**src/rtl/pix_clamp_pkg.sv**
```systemverilog
package pix_clamp_pkg;
  localparam logic [2:0] FMT_NONE  = 3'd0;
  localparam logic [2:0] FMT_LIM8  = 3'd1;
  localparam logic [2:0] FMT_LIM10 = 3'd2;
  localparam logic [2:0] FMT_LIM12 = 3'd3;
  localparam logic [2:0] FMT_PROG  = 3'd7;

  localparam int unsigned VID_LO = 16;
  localparam int unsigned VID_HI = 235;

  // video level scaled to depth, then left-aligned into a w-bit word
  function automatic int unsigned lim_level(int unsigned lvl, int unsigned depth,
                                            int unsigned w);
    int unsigned t;
    t = lvl << (depth - 8);
    return t << (w - depth);
  endfunction
endpackage

```
**src/rtl/pix_clamp_range.sv**
```systemverilog
module pix_clamp_range
  import pix_clamp_pkg::*;
#(
  parameter int unsigned W = 12
) (
  input  logic         enable_i,
  input  logic [2:0]   fmt_i,
  input  logic [W-1:0] plo_i,
  input  logic [W-1:0] phi_i,
  output logic [W-1:0] lo_o,
  output logic [W-1:0] hi_o,
  output logic         act_o
);
  localparam logic [W-1:0] LO8  = W'(lim_level(VID_LO, 8,  W));
  localparam logic [W-1:0] HI8  = W'(lim_level(VID_HI, 8,  W));
  localparam logic [W-1:0] LO10 = W'(lim_level(VID_LO, 10, W));
  localparam logic [W-1:0] HI10 = W'(lim_level(VID_HI, 10, W));
  localparam logic [W-1:0] LO12 = W'(lim_level(VID_LO, 12, W));
  localparam logic [W-1:0] HI12 = W'(lim_level(VID_HI, 12, W));

  always_comb begin
    act_o = 1'b0;
    lo_o  = '0;
    hi_o  = '1;
    if (enable_i) begin
      unique case (fmt_i)
        FMT_LIM8:  begin act_o = 1'b1; lo_o = LO8;   hi_o = HI8;   end
        FMT_LIM10: begin act_o = 1'b1; lo_o = LO10;  hi_o = HI10;  end
        FMT_LIM12: begin act_o = 1'b1; lo_o = LO12;  hi_o = HI12;  end
        FMT_PROG:  begin act_o = 1'b1; lo_o = plo_i; hi_o = phi_i; end
        default:   act_o = 1'b0;
      endcase
    end
  end
endmodule

```
**src/rtl/pix_clamp_lane.sv**
```systemverilog
module pix_clamp_lane #(
  parameter int unsigned W = 12
) (
  input  logic [W-1:0] v_i,
  input  logic [W-1:0] lo_i,
  input  logic [W-1:0] hi_i,
  input  logic         act_i,
  output logic [W-1:0] v_o
);
  // lower test wins when bounds are inverted
  always_comb begin
    if (!act_i)          v_o = v_i;
    else if (v_i < lo_i) v_o = lo_i;
    else if (v_i > hi_i) v_o = hi_i;
    else                 v_o = v_i;
  end
endmodule

```
**src/rtl/pix_clamp.sv**
```systemverilog
module pix_clamp
  import pix_clamp_pkg::*;
#(
  parameter int unsigned W = 12,
  localparam int unsigned NC = 3,
  localparam int unsigned PW = NC * W
) (
  input  logic          clk_i,
  input  logic          rst_ni,
  input  logic          valid_i,
  input  logic [PW-1:0] pix_i,
  input  logic          enable_i,
  input  logic [2:0]    fmt_i,
  input  logic [W-1:0]  lo_r_i,
  input  logic [W-1:0]  hi_r_i,
  input  logic [W-1:0]  lo_g_i,
  input  logic [W-1:0]  hi_g_i,
  input  logic [W-1:0]  lo_b_i,
  input  logic [W-1:0]  hi_b_i,
  output logic          valid_o,
  output logic [PW-1:0] pix_o
);
  logic [W-1:0] plo [NC];
  logic [W-1:0] phi [NC];
  logic [PW-1:0] pix_d;

  // index 2 = R (top), 0 = B (bottom)
  assign plo[2] = lo_r_i;
  assign phi[2] = hi_r_i;
  assign plo[1] = lo_g_i;
  assign phi[1] = hi_g_i;
  assign plo[0] = lo_b_i;
  assign phi[0] = hi_b_i;

  for (genvar c = 0; c < NC; c++) begin : g_comp
    logic [W-1:0] lo, hi;
    logic         act;
    pix_clamp_range #(.W(W)) u_rng (
      .enable_i(enable_i), .fmt_i(fmt_i), .plo_i(plo[c]), .phi_i(phi[c]),
      .lo_o(lo), .hi_o(hi), .act_o(act)
    );
    pix_clamp_lane #(.W(W)) u_lane (
      .v_i(pix_i[c*W +: W]), .lo_i(lo), .hi_i(hi), .act_i(act),
      .v_o(pix_d[c*W +: W])
    );
  end

  always_ff @(posedge clk_i or negedge rst_ni) begin
    if (!rst_ni) begin
      valid_o <= 1'b0;
      pix_o   <= '0;
    end else begin
      valid_o <= valid_i;
      if (valid_i) pix_o <= pix_d;
    end
  end


  valid_fwd_chk: assert property (@(posedge clk_i) disable iff (!rst_ni)
    valid_i |=> valid_o);

  hold_chk: assert property (@(posedge clk_i) disable iff (!rst_ni)
    !valid_i |=> (!valid_o && $stable(pix_o)));

  bypass_chk: assert property (@(posedge clk_i) disable iff (!rst_ni)
    (valid_i && !enable_i) |=> (pix_o == $past(pix_i)));

  fixed_rng_chk: assert property (@(posedge clk_i) disable iff (!rst_ni)
    (valid_i && enable_i && fmt_i == FMT_LIM8) |=>
      (pix_o[PW-1 -: W] >= W'(lim_level(VID_LO, 8, W)) &&
       pix_o[PW-1 -: W] <= W'(lim_level(VID_HI, 8, W))));

  prog_rng_chk: assert property (@(posedge clk_i) disable iff (!rst_ni)
    (valid_i && enable_i && fmt_i == FMT_PROG && lo_g_i <= hi_g_i) |=>
      (pix_o[W +: W] >= $past(lo_g_i) && pix_o[W +: W] <= $past(hi_g_i)));
endmodule

```
**config.mk**
```make
export PLATFORM = sky130hd
export DESIGN_NAME = pix_clamp
export DESIGN_NICKNAME = d
export VERILOG_FILES = /design/src/rtl/pix_clamp_pkg.sv /design/src/rtl/pix_clamp_range.sv /design/src/rtl/pix_clamp_lane.sv /design/src/rtl/pix_clamp.sv
export SDC_FILE = /design/constraint.sdc
export NUM_CORES = 1
export LEC_CHECK = 0
export BUFFER_PORTS_ARGS = -buffer_cell sky130_fd_sc_hd__buf_2
export CORE_MARGIN = 2
export CORE_UTILIZATION = 40
export DETAILED_ROUTE_END_ITERATION = 10
export PLACE_DENSITY_LB_ADDON = 0.3
export SLEW_MARGIN = 20
export SYNTH_ARGS = -nofsm -noshare
export SYNTH_HDL_FRONTEND = slang
export SYNTH_SLANG_ARGS = --single-unit
```
**constraint.sdc**
```tcl
create_clock -name clk_i -period 1.01 [get_ports clk_i]
set_input_delay 0.101 -clock clk_i [delete_from_list [all_inputs] [get_ports clk_i]]
set_output_delay 0.101 -clock clk_i [all_outputs]
set_load 0.01 [all_outputs]
```
==> flow_summary.toml <==
[outcome]
outcome = "complete, but fails checks"
violations = "negative setup slack"

[die]
initial_core_util_pct = 41.3
num_io_pins = 152
die_x_um = 110
coreArea_um2 = 10900
rows = 38
die_h_um = 110
dieArea_um2 = 12100

[yosys]
syn-cell-area_um2 = 4510
synth_ff_type = "dfrtp_1"
yosysSeqAreaShare_pct = 20.5
synthCells = 554
synth_edf_count = 0
yosysUniqueCellTypes = 57
syn_nets = 738
avgSynthCellArea_um2 = 8.15
yosysWarnings = 0
ys_ff_latch = 37
synthArstFlopShare_pct = 100

[power]
swShare_pct = 35.2
ir_drop_v = 0.000785
power.internal_w = 0.00429
p_leak_nw = 3.46
clkPwrFrac_pct = 29.5
power_w = 0.00663
switchingPower_w = 0.00234
combPwrFrac_pct = 43.7
p_seq_share_pct = 26.8
power_density_nw_per_um2 = 859

[sta]
tns_ns = -46.48
fin_ws_ns = -1.36
tightest_slew_ns = 0.467
fin_skew_ns = 0
setup_viol = 36
min_period_ns = 2.37
fmax_mhz = 423
rsz0062_at_grt = "yes"
drv_slew = 0
period_share_pct = 234
hold_viol = 0
slew_headroom_pct = 68.6

[drt]
routed_wirelength_um = 20200
ant_nets = 0
vias = 5920
via_per_inst = 6.12
routedWlPerCell_um = 20.9
drt_first_iter_violations = 399
first_pass_iters = 5
drc = 0

[clocking]
htree_levels = 2
clk_pin_slew_worst_paths_ns = 0.07
clock_path_buffers = 2
cts_tree = "done"
clock_tree.root_cell = "clkbuf_16"
cts_buffers = 5
clock-sinks = 37
insertion_delay_ns = 0.29

[worst_hold_path]
hp-class = "primary input to flip-flop"

[cells_and_area]
postLayoutCellArea_um2 = 7710
fin_nets = 1011
drive_gt1_share_pct = 54.3
fillCellCount = 741
area_growth_pct = 70.9
final_util_pct = 70.5
diodes = 0

[global_route]
grt_start_max_net_pins = 19
grt_pass1_wl_um = 28800
groute.usage.overall_pct = 30.5
grt_pass1_vias = 5851
grt_overflow_total = 0
antenna_found_initial = 0

[critical_path]
crit_slowest_cell = "a21o_1"
cp_cell_sequence = "buf_8, buf_6, and3_4, buf_4, buf_12, a21oi_4, ha_4, nor2b_4, o211ai_1, a21o_1, a21oi_4, buf_6, and2_4, o32ai_2"
critPathLaunchType = "primary input"
worstPathArrival_ns = 2.56
crit_path_max_incr_delay_ns = 0.26
worstSetupPathType = "primary input to flip-flop"
cp_max_fo = 6
crit_required_ns = 1.21
cp-end-kind = "flip-flop"

[job]
maxCapViolCount = 0

[place]
post_dp_cell_area_um2 = 6420
gp_congestion = 0.948
hpwlAfterDp_um = 12800
portBuffers = 151
registers in the layout, summed over array words and instances, names as in the netlist:
register  cells
pix_o        36
valid_o       1
power by group through the flow:
| stage | logic, W | registers (W) | clock network [W] |
|---|---|---|---|
| global placement | 0.00225 | 0.00179 | 0 |
| floorplan | 0.00111 | 0.00186 | 0 |
| CTS | 0.00261 | 0.00177 | 0.00195 |
| detailed placement | 0.00233 | 0.00179 | 0 |
| finish | 0.00290 | 0.00178 | 0.00196 |
| global route | 0.00310 | 0.00179 | 0.00200 |
cells in the mapped netlist, types with 4 or more instances:
master,n,area [um2]
mux2_2,16,180
o22ai_2,13,163
and2_1,7,43.8
a31oi_1,24,150
o221a_2,5,56.3
a21oi_1,56,280
o311ai_0,6,52.6
a21o_1,6,45.0
o32ai_2,5,81.3
o22ai_1,4,25.0
mux2i_1,8,80.1
inv_1,25,93.8
nor2b_1,10,62.6
nand4_1,10,62.6
dfrtp_1,37,926
clkbuf_1,14,52.6
o2bb2ai_1,5,43.8
nor2_1,65,244
ha_1,69,863
o211ai_1,13,97.6
o21ai_0,23,115
nand3_1,10,50.1
o21a_1,8,60.1
buf_2,11,55.1
nand2_1,54,203
buf_4,5,37.5
kinds of logic after synthesis:
logic type / after synthesis / share of synthesized area [%]
fa+ha+maj: 70 / 19.4
simple gates: 170 / 17.1
compound gates: 195 / 31.5
mux: 24 / 5.77
buf+inv: 58 / 5.71
flops: 37 / 20.5
layout make-up:
class / count / area (um2) / area share (%)
clock buffer: 6 / 139 / 1.80
clock inverter: 2 / 37.5 / 0.487
inverter: 26 / 105 / 1.36
multi-input combinational: 461 / 4160 / 53.9
sequential: 37 / 926 / 12.0
tap: 140 / 175 / 2.27
timing repair buffer: 296 / 2170 / 28.2
stage by stage:
step                instances  setup slack (ns)  hold WS, ns
finish                    968             -1.36       0.0980
global route              968             -1.46        0.119
CTS                       958             -1.26       0.0936
detailed placement        923             -1.69       0.0552
global placement          923             -1.68       0.0500
floorplan                 554             -1.31       -0.195
what timing repair did:
| item | CTS | global route |
|---|---|---|
| hold buffers | 1 | 0 |
| setup endpoints to repair | 36 | 36 |
| setup buffers | 21 | 12 |
| gates cloned | 5 | 1 |
| endpoints found under the hold margin | 11 | 0 |
| gates resized for setup | 83 | 72 |
| pin swaps | 37 | 28 |
worst paths after layout:
path	start	depth (start not counted)	endpoint	slack (ns)
worst max-delay path	fmt_i[0]	14	pix_o[33]$_DFFE_PN0P_	-1.36
worst max register to register	pix_o[20]$_DFFE_PN0P_	4	pix_o[20]$_DFFE_PN0P_	-0.07
max in group asynchronous	rst_ni	3	pix_o[5]$_DFFE_PN0P_	0.30
worst min-delay path	lo_b_i[9]	3	pix_o[9]$_DFFE_PN0P_	0.1
worst min register to register	pix_o[34]$_DFFE_PN0P_	2	pix_o[34]$_DFFE_PN0P_	0.52
min in group asynchronous	rst_ni	2	pix_o[9]$_DFFE_PN0P_	0.28
layer usage:
metal  vias to the layer above  global-route usage [%]  part of all wire [%]
met5                         -                       0                     0
met4                         0                    15.3                   5.2
met3                        91                    4.23                   8.9
met2                       366                    53.9                    49
met1                      2830                    36.0                    37
li1                       2633                       -                     -
placed cells by master (no fill, tap or decap), drive strengths merged, types with 4 or more instances in the layout:
cell type and instances:
nand2 55, nor2 65, o221a 5, nor3 4, mux2 16, mux2i 8, o32ai 6, ha 69
a31oi 24, o211ai 13, o21a 8, nand3 11, clkbuf 7, a211oi 5, a21oi 58, dfrtp 37
inv 25, buf 293, o21ai 26, o22ai 17, and2 7, o311ai 6, o2bb2ai 5, nor2b 10
nand4 10, a21o 6
worst max-delay path, delay by kind of cell:
| family | cells | cell delay, ns |
|---|---|---|
| AOI/OAI and AO/OA | 5 | 1.05 |
| buffers and inverters | 5 | 0.65 |
| and+or+nand+nor | 3 | 0.51 |
| adders and majority gates | 1 | 0.24 |
Power figures use the tool's default switching activity.
